==> src/rtl/dmach_pkg.sv <==
package dmach_pkg;
  typedef enum logic [1:0] {
    PWR_RUN  = 2'd0,
    PWR_HALT = 2'd1,
    PWR_STOP = 2'd2
  } pwr_e;

  typedef enum logic {
    DIR_SFR2RAM = 1'b0,
    DIR_RAM2SFR = 1'b1
  } dir_e;
endpackage

==> src/rtl/dmach_req.sv <==
module dmach_req (
  input  logic clk,
  input  logic rst_n,
  input  logic clr,
  input  logic trig,
  input  logic blocked,
  input  logic take,
  output logic pend,
  output logic ovr
);
  // one-deep request latch with sticky overrun
  always_ff @(posedge clk or negedge rst_n) begin
    if (!rst_n) begin
      pend <= 1'b0;
      ovr  <= 1'b0;
    end else if (clr) begin
      pend <= 1'b0;
      ovr  <= 1'b0;
    end else begin
      if (trig && pend && blocked) ovr <= 1'b1;
      if (trig)      pend <= 1'b1;
      else if (take) pend <= 1'b0;
    end
  end

  a_r10_overrun_set: assert property (@(posedge clk) disable iff (!rst_n)
    (trig && pend && blocked && !clr) |=> ovr);

  a_r4_take_needs_pend: assert property (@(posedge clk) disable iff (!rst_n)
    take |-> pend);
endmodule

==> src/rtl/dmach_addr.sv <==
module dmach_addr #(
  parameter int AW = 20,
  parameter logic [AW-1:0] RAM_LO = 20'hFEF00,
  parameter logic [AW-1:0] RAM_HI = 20'hFFEDF
) (
  input  logic          clk,
  input  logic          rst_n,
  input  logic          load,
  input  logic [AW-1:0] load_addr,
  input  logic          step,
  input  logic          wide,
  output logic [AW-1:0] ptr,
  output logic          ok
);
  function automatic logic [AW-1:0] step_ptr(input logic [AW-1:0] a, input logic w);
    return a + (w ? AW'(2) : AW'(1));
  endfunction

  function automatic logic win_ok(input logic [AW-1:0] a, input logic w);
    logic [AW-1:0] last;
    last = a + (w ? AW'(1) : AW'(0));
    return (a >= RAM_LO) && (last <= RAM_HI) && (last >= a);
  endfunction

  always_ff @(posedge clk or negedge rst_n) begin
    if (!rst_n)    ptr <= '0;
    else if (load) ptr <= load_addr;
    else if (step) ptr <= step_ptr(ptr, wide);
  end

  assign ok = win_ok(ptr, wide);

  a_r5_ptr_step: assert property (@(posedge clk) disable iff (!rst_n)
    (step && !load) |=> ((ptr - $past(ptr)) == ($past(wide) ? AW'(2) : AW'(1))));

  a_r5_ptr_hold: assert property (@(posedge clk) disable iff (!rst_n)
    (!step && !load) |=> $stable(ptr));
endmodule

==> src/rtl/dmach_ctrl.sv <==
module dmach_ctrl #(
  parameter int AW = 20,
  parameter int CW = 8
) (
  input  logic          clk,
  input  logic          rst_n,
  input  logic          load,
  input  logic          cfg_dir,
  input  logic          cfg_wide,
  input  logic [AW-1:0] cfg_sfr,
  input  logic [CW-1:0] cfg_count,
  input  logic          pend,
  input  logic          hold,
  input  logic          stop,
  input  logic          bad,
  output logic          en,
  output logic          go,
  output logic          dir_q,
  output logic          wide_q,
  output logic [AW-1:0] sfr_q,
  output logic          done,
  output logic          abt,
  output logic          err
);
  logic [CW-1:0] cnt;
  logic          last_unit;

  assign go        = pend && en && !hold && !stop;
  assign last_unit = (cnt == CW'(1));

  always_ff @(posedge clk or negedge rst_n) begin
    if (!rst_n) begin
      en <= 1'b0; cnt <= '0; done <= 1'b0; abt <= 1'b0; err <= 1'b0;
      dir_q <= 1'b0; wide_q <= 1'b0; sfr_q <= '0;
    end else begin
      done <= 1'b0;
      if (load) begin
        en     <= (cfg_count != '0);
        cnt    <= cfg_count;
        dir_q  <= cfg_dir;
        wide_q <= cfg_wide;
        sfr_q  <= cfg_sfr;
        abt    <= 1'b0;
        err    <= 1'b0;
      end else if (en && stop) begin
        en  <= 1'b0;
        abt <= 1'b1;
      end else if (go) begin
        cnt <= cnt - CW'(1);
        if (bad) err <= 1'b1;
        if (last_unit) begin
          en   <= 1'b0;
          done <= 1'b1;
        end
      end
    end
  end

  a_r6_done_single: assert property (@(posedge clk) disable iff (!rst_n)
    done |=> !done);

  a_r6_done_after_disable: assert property (@(posedge clk) disable iff (!rst_n)
    done |-> !en);

  a_r9_stop_aborts: assert property (@(posedge clk) disable iff (!rst_n)
    (en && stop && !load) |=> (!en && abt && !done));

  a_r9_no_go_in_stop: assert property (@(posedge clk) disable iff (!rst_n)
    stop |-> !go);
endmodule

==> src/rtl/dma_hold_channel.sv <==
module dma_hold_channel #(
  parameter int AW = 20,
  parameter int DW = 16,
  parameter int CW = 8,
  parameter logic [AW-1:0] RAM_LO = 20'hFEF00,
  parameter logic [AW-1:0] RAM_HI = 20'hFFEDF,
  parameter logic [DW-1:0] FILL   = 16'hA5A5
) (
  input  logic          clk,
  input  logic          rst_n,
  input  logic          cfg_load,
  input  logic          cfg_dir,
  input  logic          cfg_wide,
  input  logic [AW-1:0] cfg_sfr_addr,
  input  logic [AW-1:0] cfg_ram_addr,
  input  logic [CW-1:0] cfg_count,
  input  logic          trig,
  input  logic          cpu_hold,
  input  logic [1:0]    pwr_state,
  output logic          bus_rd_en,
  output logic [AW-1:0] bus_rd_addr,
  input  logic [DW-1:0] bus_rd_data,
  output logic          bus_wr_en,
  output logic [AW-1:0] bus_wr_addr,
  output logic [DW-1:0] bus_wr_data,
  output logic          bus_wide,
  output logic          busy,
  output logic          done_irq,
  output logic          err_flag,
  output logic          ovr_flag,
  output logic          abort_flag
);
  import dmach_pkg::*;

  localparam int HW = DW / 2;

  logic          stop_w, en_w, go_w, pend_w, blocked_w, ok_w, bad_w;
  logic          dir_w, wide_w;
  logic [AW-1:0] sfr_w, ptr_w;
  logic [DW-1:0] raw_w;

  assign stop_w    = (pwr_state == PWR_STOP);
  assign blocked_w = cpu_hold || stop_w || !en_w;
  assign bad_w     = !ok_w;

  dmach_req u_req (
    .clk(clk), .rst_n(rst_n), .clr(cfg_load), .trig(trig),
    .blocked(blocked_w), .take(go_w), .pend(pend_w), .ovr(ovr_flag)
  );

  dmach_addr #(.AW(AW), .RAM_LO(RAM_LO), .RAM_HI(RAM_HI)) u_addr (
    .clk(clk), .rst_n(rst_n), .load(cfg_load), .load_addr(cfg_ram_addr),
    .step(go_w), .wide(wide_w), .ptr(ptr_w), .ok(ok_w)
  );

  dmach_ctrl #(.AW(AW), .CW(CW)) u_ctrl (
    .clk(clk), .rst_n(rst_n), .load(cfg_load), .cfg_dir(cfg_dir),
    .cfg_wide(cfg_wide), .cfg_sfr(cfg_sfr_addr), .cfg_count(cfg_count),
    .pend(pend_w), .hold(cpu_hold), .stop(stop_w), .bad(bad_w),
    .en(en_w), .go(go_w), .dir_q(dir_w), .wide_q(wide_w), .sfr_q(sfr_w),
    .done(done_irq), .abt(abort_flag), .err(err_flag)
  );

  // bus steering: RAM-side read is suppressed for an out-of-window source
  assign bus_rd_en   = go_w && !(dir_w == DIR_RAM2SFR && bad_w);
  assign bus_rd_addr = (dir_w == DIR_RAM2SFR) ? ptr_w : sfr_w;
  assign bus_wr_en   = go_w && ((dir_w == DIR_RAM2SFR) || ok_w);
  assign bus_wr_addr = (dir_w == DIR_RAM2SFR) ? sfr_w : ptr_w;
  assign raw_w       = (dir_w == DIR_RAM2SFR && bad_w) ? FILL : bus_rd_data;
  assign bus_wr_data = wide_w ? raw_w : {{HW{1'b0}}, raw_w[HW-1:0]};
  assign bus_wide    = wide_w;
  assign busy        = en_w;

  a_r4_hold_quiet: assert property (@(posedge clk) disable iff (!rst_n)
    cpu_hold |-> (!bus_rd_en && !bus_wr_en));

  a_r9_stop_quiet: assert property (@(posedge clk) disable iff (!rst_n)
    stop_w |-> (!bus_rd_en && !bus_wr_en));

  a_r7_drop_ram_write: assert property (@(posedge clk) disable iff (!rst_n)
    (bus_rd_en && dir_w == DIR_SFR2RAM && !ok_w) |-> !bus_wr_en);

  a_r7_err_follows: assert property (@(posedge clk) disable iff (!rst_n)
    (go_w && !ok_w && !cfg_load) |=> err_flag);

  a_r8_fill_to_sfr: assert property (@(posedge clk) disable iff (!rst_n)
    (bus_wr_en && dir_w == DIR_RAM2SFR && !ok_w) |-> (bus_wr_data[HW-1:0] == FILL[HW-1:0]));
endmodule

==> config.mk <==
export PLATFORM = sky130hd
export DESIGN_NAME = dma_hold_channel
export DESIGN_NICKNAME = d
export VERILOG_FILES = /design/src/rtl/dmach_pkg.sv /design/src/rtl/dmach_req.sv /design/src/rtl/dmach_addr.sv /design/src/rtl/dmach_ctrl.sv /design/src/rtl/dma_hold_channel.sv
export SDC_FILE = /design/constraint.sdc
export NUM_CORES = 1
export LEC_CHECK = 0
export ABC_AREA = 0
export BUFFER_PORTS_ARGS = -buffer_cell sky130_fd_sc_hd__buf_2
export CAP_MARGIN = 30
export CORE_MARGIN = 1.5
export CORE_UTILIZATION = 47
export CTS_BUF_LIST = sky130_fd_sc_hd__clkbuf_16
export DETAILED_ROUTE_END_ITERATION = 10
export PLACE_DENSITY = 0.83
export SYNTH_ARGS = -nofsm -noshare
export SYNTH_HDL_FRONTEND = slang
export SYNTH_SLANG_ARGS = --single-unit
==> constraint.sdc <==
create_clock -name clk -period 3.7 [get_ports clk]
set_clock_uncertainty 0.15 [all_clocks]
set_input_delay 0.74 -clock clk [delete_from_list [all_inputs] [get_ports clk]]
set_output_delay 0.74 -clock clk [all_outputs]
set_load 0.02 [all_outputs]
**Yosys cells after proc, flatten, opt, wreduce, memory -nomap -nowiden**

Cells that the tools add are included.

- Magnitude comparators: 3
- Reduce and logical (&&, ||, !) cells: 29
- Multiply operators: 0
- Equal/unequal tests: 4
- Div/mod/pow operators: 0
- Bitwise logic cells: 0
- Add/sub/neg operators: 3
- Shifts and indexed selects: 0
- Muxes and demuxes: 30

Operators by type and width:

| cell | count |
|---|---|
| two-way mux 20 bit | 4 |
| adder 20 bit | 2 |
| two-way mux 16 bit | 2 |
| two-way mux 8 bit | 3 |
| >= comparator 20 bit | 1 |
| >= comparator 20 bit (second input constant) | 1 |
| <= comparator 20 bit (second input constant) | 1 |
| two-way mux 1 bit | 20 |
| logical AND 1 bit | 11 |
| nonzero test 3 bit | 3 |
| equality test 8 x 1 -> 1 bit (second input constant) | 1 |
| nonzero test 8 bit | 1 |
| subtractor 8 x 1 -> 8 bit (second input constant) | 1 |
| nonzero test 2 bit | 3 |
| zero test 1 bit | 5 |
| inequality test 2 bit (second input constant) | 2 |
| AND reduction 2 bit | 2 |
| logical OR 1 bit | 3 |
| AND reduction 3 bit | 1 |
| equality test 2 bit (second input constant) | 1 |
| two-way mux 2 bit | 1 |

- Bits in read-only memories: 0
- Word-level logic and storage cells: 80
- Latch bits: 0
- Memory bits (writable): 0
- Bits of input ports: 73
- Bits in registers: 56
- Memories kept: 0

**Depth between registers and ports, before layout**

Gate-level depths: netlist of run 1.

- Word-level depth: 9
- Depth in mapped cells: 14
- Depth with buffers taken out: 13

**Modules after synthesis**

From an unflattened synthesis of run 1, not the netlist that was laid out.

- Cells, all modules: 442
- Area, all modules: 4335.4 µm²

Modules (own cells, without submodules):

| module | times used | cells each | seq. area each (µm²) | area each (µm²) |
|---|---|---|---|---|
| dmach_addr | 1 | 244 | 500.5 | 1893.1 |
| dmach_ctrl | 1 | 122 | 850.8 | 1503.9 |
| dma_hold_channel | 1 | 69 | 0.0 | 859.6 |
| dmach_req | 1 | 7 | 50.0 | 78.8 |

**Worst setup path after synthesis of run 1**

Ideal clock, no wire load.

- Kind: reg-to-output
- From: reg u_ctrl.wide_q
- To: out bus_wr_en
- Setup slack: -0.562 ns
- Buffers on the path: 0
- Stages on the path, launching flop included: 14
- Arrival time: 3.372 ns
- Cell sequence: dfrtp_1 -> ha_1 -> ha_1 -> nand3_1 -> nor2_1 -> nand2_1 -> nor3_1 -> ha_1 -> xnor2_1 -> nor2_1 -> nand3_1 -> a311oi_2 -> o31ai_4 -> a221oi_1

- Word-level cells in the longest chain between the ends: 7
- Elaborated cells between the ends (all ways): 8
- Classes of those cells: add/sub: 1; order compare: 2; mux: 1; reduce/logical: 4

Ends and longest elaborated chain:

| item | line | RTL |
|---|---|---|
| start: declaration | dmach_ctrl.sv:19 | `output logic wide_q,` |
| start signal: assignment | dmach_ctrl.sv:41 | `wide_q <= cfg_wide;` |
| two-way mux 1 bit * | dmach_addr.sv:21 | `last = a + (w ? AW'(1) : AW'(0));` |
| adder 20 bit * | dmach_addr.sv:21 |  |
| <= comparator 20 bit | dmach_addr.sv:22 | `return (a >= RAM_LO) && (last <= RAM_HI) && (last >= a);` |
| logical AND 1 bit | dmach_addr.sv:22 |  |
| logical AND 1 bit * | dmach_addr.sv:22 |  |
| logical OR 1 bit * | dma_hold_channel.sv:67 | `assign bus_wr_en = go_w && ((dir_w == DIR_RAM2SFR) \|\| ok_w);` |
| logical AND 1 bit * | dma_hold_channel.sv:67 |  |
| end: declaration | dma_hold_channel.sv:23 | `output logic bus_wr_en,` |

Every way passes the cells marked *; elsewhere a longest branch is shown, timed or not.

**Worst setup path after layout of run 1**

- From: reg u_addr.ptr[0]
- To: out bus_wr_data[12]

- Word-level cells in the longest chain between the ends: 8
- Elaborated cells between the ends (all ways): 10
- Classes of those cells: add/sub: 1; order compare: 3; mux: 2; reduce/logical: 4

Ends and longest elaborated chain:

| item | line | RTL |
|---|---|---|
| start: declaration | dmach_addr.sv:12 | `output logic [AW-1:0] ptr,` |
| start signal: assignment | dmach_addr.sv:27 | `else if (load) ptr <= load_addr;` |
| start signal: assignment | dmach_addr.sv:28 | `else if (step) ptr <= step_ptr(ptr, wide);` |
| adder 20 bit | dmach_addr.sv:21 |  |
| <= comparator 20 bit | dmach_addr.sv:22 |  |
| logical AND 1 bit | dmach_addr.sv:22 |  |
| logical AND 1 bit * | dmach_addr.sv:22 |  |
| zero test 1 bit * | dma_hold_channel.sv:44 | `assign bad_w = !ok_w;` |
| logical AND 1 bit * | dma_hold_channel.sv:69 | `assign raw_w = (dir_w == DIR_RAM2SFR && bad_w) ? FILL : bus_rd_data;` |
| two-way mux 16 bit * | dma_hold_channel.sv:69 |  |
| two-way mux 16 bit * | dma_hold_channel.sv:70 | `assign bus_wr_data = wide_w ? raw_w : {{HW{1'b0}}, raw_w[HW-1:0]};` |
| end: declaration | dma_hold_channel.sv:25 | `output logic [DW-1:0] bus_wr_data,` |

Marked as above.

==> results of run 1 <==
## through the flow
step | setup slack (ns) | hold WS, ns | power [W] | utilization, % | instance area, um^2
finish | -0.422 | 0.183 | 0.00196 | 68.2 | 5980
global route | -0.584 | 0.200 | 0.00205 | 68.2 | 5980
CTS | -0.359 | 0.194 | 0.00194 | 66.6 | 5830
detailed placement | -0.232 | 0.355 | 0.00142 | 62.4 | 5470
global placement | -0.138 | 0.327 | 0.00140 | 62.2 | 5450
floorplan | -0.0738 | 0.294 | 0.00117 | - | 4380
## repair_timing
| action | CTS | global route |
|---|---|---|
| hold buffers | 0 | 0 |
| setup buffers | 7 | 8 |
| endpoints found under the setup margin | 18 | 18 |
| pin swaps | 12 | 12 |
| gates resized for setup | 40 | 16 |
| cloned | 1 | 0 |
## power breakdown
group          switching (W)  internal (W)  leakage [nW]  total (W)
Sequential         0.0000458      0.000669         0.671   0.000715
Combinational       0.000427      0.000335          1.97   0.000762
Clock               0.000227      0.000251        0.0716   0.000478
Total               0.000700       0.00126          2.71    0.00196
## layout make-up
type	instances	area share (%)
clock buffers	5	2.09
clock inverters	3	0.293
inverters	24	1.51
repair buffers	198	22.2
multi-input cells	363	48.1
flip-flops and latches	56	23.5
well taps	108	2.26
## cell families after synthesis
family / count (synthesis) / synth area share (%)
AO/OA/AOI/OAI: 111 / 18.9
XOR/XNOR: 33 / 6.79
flip-flops: 56 / 32.9
multiplexers: 52 / 13.7
AND/OR/NAND/NOR: 149 / 17.3
buffers and inverters: 53 / 5.20
adder cells (fa/ha/maj): 17 / 5.17
## synth_stat cells, drive strengths merged (2+ instances only)
master / number
xnor2: 22
o211ai: 4
nand4: 3
a21o: 4
a31oi: 4
mux2: 50
or2: 2
nand3: 16
or3: 2
nand3b: 3
a21oi: 8
nand2: 63
a221o: 8
dfrtp: 56
nor4: 9
nor2b: 4
o31ai: 4
o21ai: 49
inv: 24
a211o: 4
a211oi: 4
nor3b: 4
xor2: 11
mux2i: 2
clkbuf: 15
o31a: 2
a22oi: 4
a221oi: 5
buf: 14
ha: 16
a21boi: 4
nor3: 9
nor2: 22
and3: 7
## path summary, 6_finish.rpt
path	start	endpoint	depth (start not counted)	slack [ns]
setup / recovery	u_addr.ptr[0]$_DFFE_PN0N_	bus_wr_data[12]	15	-0.42
hold / removal	rst_n	u_ctrl.sfr_q[17]$_DFFE_PN0P_	1	0.18
setup reg to reg	u_addr.ptr[0]$_DFFE_PN0N_	u_ctrl.err$_DFFE_PN0P_	15	0.78
hold reg to reg	u_ctrl.abt$_DFFE_PN0P_	u_ctrl.abt$_DFFE_PN0P_	2	0.37
max in group asynchronous	rst_n	u_ctrl.err$_DFFE_PN0P_	3	2.48
min in group clk	u_ctrl.abt$_DFFE_PN0P_	u_ctrl.abt$_DFFE_PN0P_	2	0.37
## layout by cell type, fill, tap and decap left out, drive strengths merged, types with 2 or more instances in the layout
cell	netlist	layout
and3	7	7
xnor2	22	22
o211ai	4	4
nor3b	4	4
or3	2	2
a221oi	5	5
nor4	9	9
dfrtp	56	56
nand2	63	63
clkbuf	15	5
o31ai	4	5
a21boi	4	4
a211o	4	4
a211oi	4	4
o21ai	49	49
buf	14	198
nand3	16	16
o31a	2	2
ha	16	16
inv	24	25
nand3b	3	3
a21o	4	4
mux2	50	50
nor2b	4	4
a31oi	4	4
nor2	22	22
a21oi	8	8
or2	2	2
mux2i	2	2
a22oi	4	4
clkinv	0	2
a221o	8	8
nand4	3	3
nor3	9	9
xor2	11	11
## critical path: cells and delay by family, from the launching register on
kind	cells	cell delay, ns
flip-flops	1	0.40
buffers and inverters	2	0.35
adder cells (fa/ha/maj)	3	0.59
AO/OA/AOI/OAI	4	0.87
AND/OR/NAND/NOR	6	0.73
## metal layers
| metal | global-route usage, % | part of all wire (%) | wire length (um) | vias up |
|---|---|---|---|---|
| li1 | - | - | - | 2055 |
| met1 | 32.5 | 41 | 5310 | 2035 |
| met2 | 46.6 | 50 | 6470 | 155 |
| met3 | 3.87 | 6.5 | 837 | 22 |
| met4 | 5.74 | 1.9 | 239 | 0 |
| met5 | 0 | 0 | 0 | - |
==> results by group, run 1 <==
STA
  • Hold Vio Cnt, Final: 0
  • Unrepaired setup endpoints after global routing: yes
  • Fin crit share: 111%
  • FMAX: 0.243 GHz
  • Max Slew Vio Count: 0
  • Worst-Margin Slew: 0.647 ns
  • Final setup fails: 18
  • Setup TNS: -6.46 ns
  • Slew HR: 56.9%
  • Post-route setup slack: -0.422 ns
  • Min Tclk post-route: 4.12 ns

Setup path
  • Crit path max fanout: 5
  • CP max stage cell: dfrtp_2
  • Slowest Stage Delay on Critical Path: 0.40 ns
  • Worst Path Required: 2.81 ns
  • Critical path class: reg2out
  • Critical Path End Type: output port
  • Arr. time, crit path: 3.23 ns
  • Most frequent CP cell: ha_4
  • CP cell instances: ha_4, ha_4, nand3_4, nor2_4, nand2_2, nor3_2, ha_1, nor2_2, nand3_2, a2111oi_4, buf_4, a211oi_2, a21boi_0, a221o_1, buf_6
  • Setup crit start kind: register

Drt
  • DRT Wirelength: 12900 um
  • Initial DRC count: 265
  • Via count: 4267
  • Post-DR wirelength/cell: 17.0 um
  • Drt drc: 0
  • Final ANT Viol Nets: 0
  • First drt pass iteration count: 4
  • DR vias/cell: 5.64

Floorplanning
  • Die H: 98.2 um
  • Chip width: 98.2 um
  • Die area: 0.00963 mm^2
  • Num rows: 34
  • Core footprint: 0.00876 mm^2
  • Initial Utilization: 48.6%
  • Top-Level Pins: 137

Yosys
  • Seq cells post-synth: 56
  • Yosys top cell area share: 32.9%
  • Synth Cell Area: 0.00426 mm^2
  • Sequential area share after synthesis: 32.9%
  • Cell count after synthesis: 471
  • Syn nets: 561
  • Post-synth EDFFs: 0
  • Top FF cell, synth: dfrtp_1
  • Async set-reset flop share out of synthesis: 100%
  • Synth warnings: 0
  • Avg Inst Size Synth: 9.03 um^2
  • Synth area leaders: dfrtp_1, mux2_2, nand2_1
  • Synth area leader: dfrtp_1
  • Cell variety after synth: 57

Global routing
  • Largest net degree at the start of global routing: 56
  • Antenna violations before repair: 0
  • Vias in the first global route: 4264
  • GRT Total Usage: 25.8%
  • Gr ovfl total: 0
  • First-pass GRT wire length: 20400 um

Clocking
  • CTS clk-pin slew, worst paths: 0.07 ns
  • Clock Latency Late Sink: 0.30 ns
  • CTS buffer count: 5
  • Max Root-Sink Buffers: 2
  • H-tree depth: 2
  • CTS tree: done
  • CTS root buffer: clkbuf_16
  • CTS sink count: 56

Cells and area
  • Storage element area: 0.00141 mm^2
  • Area grow syn2layout: 40.5%
  • Fill cell total of the finished layout: 691
  • Post-Layout Cell Count: 757
  • Area of the multi-input gates: 0.00288 mm^2
  • Share of cells above drive strength 1: 45.6%
  • Final #Nets: 738
  • Antenna cell count: 0
  • Leading registers by flop count: u_addr.ptr (20), u_ctrl.sfr_q (20), u_ctrl.cnt (8)

Outcome
  • Status: finished with violations
  • Failing checks: negative setup slack

Placed design
  • Routability cong.: 0.916
  • HPWL after DPL: 9250 um
  • I/O Buffers: 136
  • Number of cells after detailed placement: 733

Pwr
  • Leak: 2.71 nW
  • Pwr Density: 327 mW/mm^2
  • Max IR drop VDD: 0.205 mV

Flow run
  • Max_cap viols: 0

Worst hold path
  • Worst hold path type: in2async
Power figures use the tool's default switching activity.
==> run 2, diff against run 1 <==
--- a/config.mk
+++ b/config.mk
@@ -12,7 +12,8 @@
 export CORE_UTILIZATION = 47
 export CTS_BUF_LIST = sky130_fd_sc_hd__clkbuf_16
 export DETAILED_ROUTE_END_ITERATION = 10
-export PLACE_DENSITY = 0.83
+export PLACE_DENSITY = 0.82
 export SYNTH_ARGS = -nofsm -noshare
 export SYNTH_HDL_FRONTEND = slang
+export SYNTH_HIERARCHICAL = 1
 export SYNTH_SLANG_ARGS = --single-unit
==> run 2 against run 1 <==
  * The flow still finishes with violations (negative setup slack)
  * Global-route usage is 1.3 points lower
  * Clock-buffer cell count stayed put
  * Via count is 4.8% lower
  * Cell count is 4.5% lower
  * Critical path depth is 1 lower
  * Flip-flop and latch count stayed put
  * Register-to-register slack worse by 0.16 ns
  * Critical path type unchanged
==> results by group, run 2 <==
Yosys
  • Synth area leader: dfrtp_1
  • Count leader, synth: dfrtp_1
  • Cell variety after synth: 67
  • Synth Cell Area: 0.00434 mm^2
  • Sequential area share after synthesis: 32.3%
  • Async set-reset flop share out of synthesis: 100%
  • Seq cells post-synth: 56
  • Avg Inst Size Synth: 9.81 um^2
  • Synth top cells by count: dfrtp_1, mux2_4, nand2_1
  • Yosys top cell area share: 32.3%
  • Synth warnings: 6
  • Synth area leaders: dfrtp_1, mux2_4, mux2_2
  • Top FF cell, synth: dfrtp_1
  • Post-synth EDFFs: 0
  • Syn nets: 532
  • Cell count after synthesis: 442

Setup path
  • Setup crit start kind: register
  • Arr. time, crit path: 3.27 ns
  • FF-to-FF path depth: 15
  • Crit path max fanout: 5
  • Critical path class: reg2out
  • Worst Path Required: 2.81 ns
  • Critical Path End Type: output port

Placed design
  • Routability cong.: 0.959
  • DP Worst Slack: -0.146 ns
  • HPWL after DPL: 9230 um
  • I/O Buffers: 136
  • Placed inst area: 0.00543 mm^2

Global routing
  • GRT Total Usage: 24.4%
  • Antenna violations before repair: 0
  • Gr ovfl total: 0
  • Largest net degree at the start of global routing: 41
  • First-pass GRT wire length: 19300 um
  • Vias in the first global route: 4139

STA
  • Hold Vio Cnt, Final: 0
  • Max Slew Vio Count: 0
  • Slew HR: 49.9%
  • Post-route setup slack: -0.463 ns
  • Min Tclk post-route: 4.16 ns
  • Unrepaired setup endpoints after global routing: yes
  • Worst-Margin Slew: 0.751 ns
  • Fin crit share: 113%
  • FMAX: 0.240 GHz
  • Final setup fails: 18

Cells and area
  • Most common cell after layout, fill and taps aside: buf_2
  • Fill cell total of the finished layout: 700
  • Antenna cell count: 0
  • Leading registers by flop count: u_addr/ptr (20), u_ctrl/sfr_q (20), u_ctrl/cnt (8)
  • Area grow syn2layout: 34.7%
  • Fin area: 0.00584 mm^2
  • Area of the multi-input gates: 0.00286 mm^2
  • Final #Nets: 704
  • Share of cells above drive strength 1: 49.4%
  • Storage element area: 0.00140 mm^2
  • Commonest non-fill, non-tap cells in the layout: buf_2, dfrtp_1, buf_4

Floorplanning
  • Top-Level Pins: 137
  • Initial Utilization: 49.0%
  • Num rows: 34
  • Core footprint: 0.00885 mm^2
  • Die area: 0.00981 mm^2
  • Die H: 99.0 um
  • Chip width: 99.0 um

Drt
  • Post-DR wirelength/cell: 16.6 um
  • DR vias/cell: 5.62
  • Initial DRC count: 228
  • DRT Wirelength: 12000 um
  • Via count: 4062
  • Final ANT Viol Nets: 0
  • Drt drc: 0
  • First drt pass iteration count: 5

Pwr
  • Max IR drop VDD: 0.241 mV
  • Net switching power: 0.000668 W
  • Pwr Density: 337 mW/mm^2
  • Int Power: 0.00130 W
  • Sw frac: 34.0%
  • Clock power share: 23.1%
  • Flop pwr share: 37.1%
  • Comb power frac: 39.7%
  • Leak: 2.76 nW

Clocking
  • Max Root-Sink Buffers: 2
  • CTS tree: done
  • CTS hold repair buffers: 0
  • CTS buffer count: 5
  • CTS sink count: 56
  • CTS clk-pin slew, worst paths: 0.07 ns
  • H-tree depth: 2
  • Clock Latency Late Sink: 0.29 ns
  • CTS root buffer: clkbuf_16

Outcome
  • Failing checks: negative setup slack
  • Status: finished with violations

Worst hold path
  • Worst hold path type: reg2reg
  • WHS Path Cells: 2

Flow run
  • Max_cap viols: 0
[run 2: cell count changes in the layout (fill, tap and decap cells not counted), moves of 7 or more]
cell / previous run / this run
a221o_1: 8 / 1
buf_4: 56 / 49
mux2_2: 50 / 25
mux2_4: 0 / 39
nand2_1: 62 / 36
o21ai_0: 43 / 21
[run 2: metrics by stage]
step	TNS (ns)	hold WS, ns	total power [W]	util (%)	std cells
6_report	-7.37	0.361	0.00197	66.0	723
5_1_grt	-9.88	0.403	0.00205	66.0	723
3_5_place_dp	-2.01	0.343	0.00147	61.3	710
2_1_floorplan	-0.495	0.294	0.00124	-	442
3_3_place_gp	-1.13	0.328	0.00145	61.3	710
4_1_cts	-6.71	0.368	0.00196	65.1	722
[run 2: layout make-up]
type	instances	share of cell area, %
Clock buffer	5	2.14
Clock inverter	3	0.193
Inverter	26	1.71
Multi-Input combinational cell	338	49.0
Sequential cell	56	24.0
Tap cell	108	2.31
Timing Repair Buffer	187	20.6
[run 2: path summary, 6_finish.rpt]
path,startpoint,to,slack [ns]
worst max-delay path,u_ctrl/wide_q$_DFFE_PN0P_,bus_wr_data[15],-0.46
worst max register to register,u_ctrl/wide_q$_DFFE_PN0P_,u_ctrl/err$_DFFE_PN0P_,0.62
worst min register to register,u_ctrl/err$_DFFE_PN0P_,u_ctrl/err$_DFFE_PN0P_,0.36
worst min-delay path,u_ctrl/err$_DFFE_PN0P_,u_ctrl/err$_DFFE_PN0P_,0.36
max in group asynchronous,rst_n,u_ctrl/dir_q$_DFFE_PN0P_,2.22
min in group asynchronous,rst_n,u_req/ovr$_DFFE_PN0P_,0.37
[run 2: critical path, cell delays in order, from the launching register on]
cell and delay [ns]:
dfrtp_2 0.43, ha_4 0.18, ha_4 0.19, nand2_4 0.11
nor3_4 0.05, ha_1 0.33, nor4_2 0.26, nand3_1 0.12
nor4bb_2 0.33, a41oi_2 0.18, o211ai_1 0.14, nand2_2 0.11
and2b_2 0.27, o21a_1 0.15, buf_6 0.12
[run 2: layer usage]
layer	up-vias	track usage, %	share of wire [%]
li1	1920	-	-
met3	17	4.04	7.6
met1	1938	30.7	42
met4	0	7.03	1.3
met2	187	43.2	49
met5	-	0	0
[run 2: repair_timing]
action	CTS	global route
hold endpoints to repair	0	0
setup buffers	3	1
endpoints found under the setup margin	18	18
resized for setup	46	13
pin swaps	11	12
cloned	1	0
[run 2: kinds of logic after synthesis]
| group | share of synthesized area, % |
|---|---|
| XOR/XNOR | 6.26 |
| AO/OA/AOI/OAI | 10.7 |
| multiplexers | 20.7 |
| buffers and inverters | 6.23 |
| flip-flops | 32.3 |
| adder cells (fa/ha/maj) | 5.08 |
| AND/OR/NAND/NOR | 18.7 |
[run 2: power groups by stage]
stage               sequential, W  combinational (W)  clock (W)
floorplan                0.000740           0.000496          0
global placement         0.000733           0.000715          0
detailed placement       0.000739           0.000733          0
CTS                      0.000728           0.000771   0.000462
global route             0.000738           0.000833   0.000483
finish                   0.000730           0.000781   0.000455
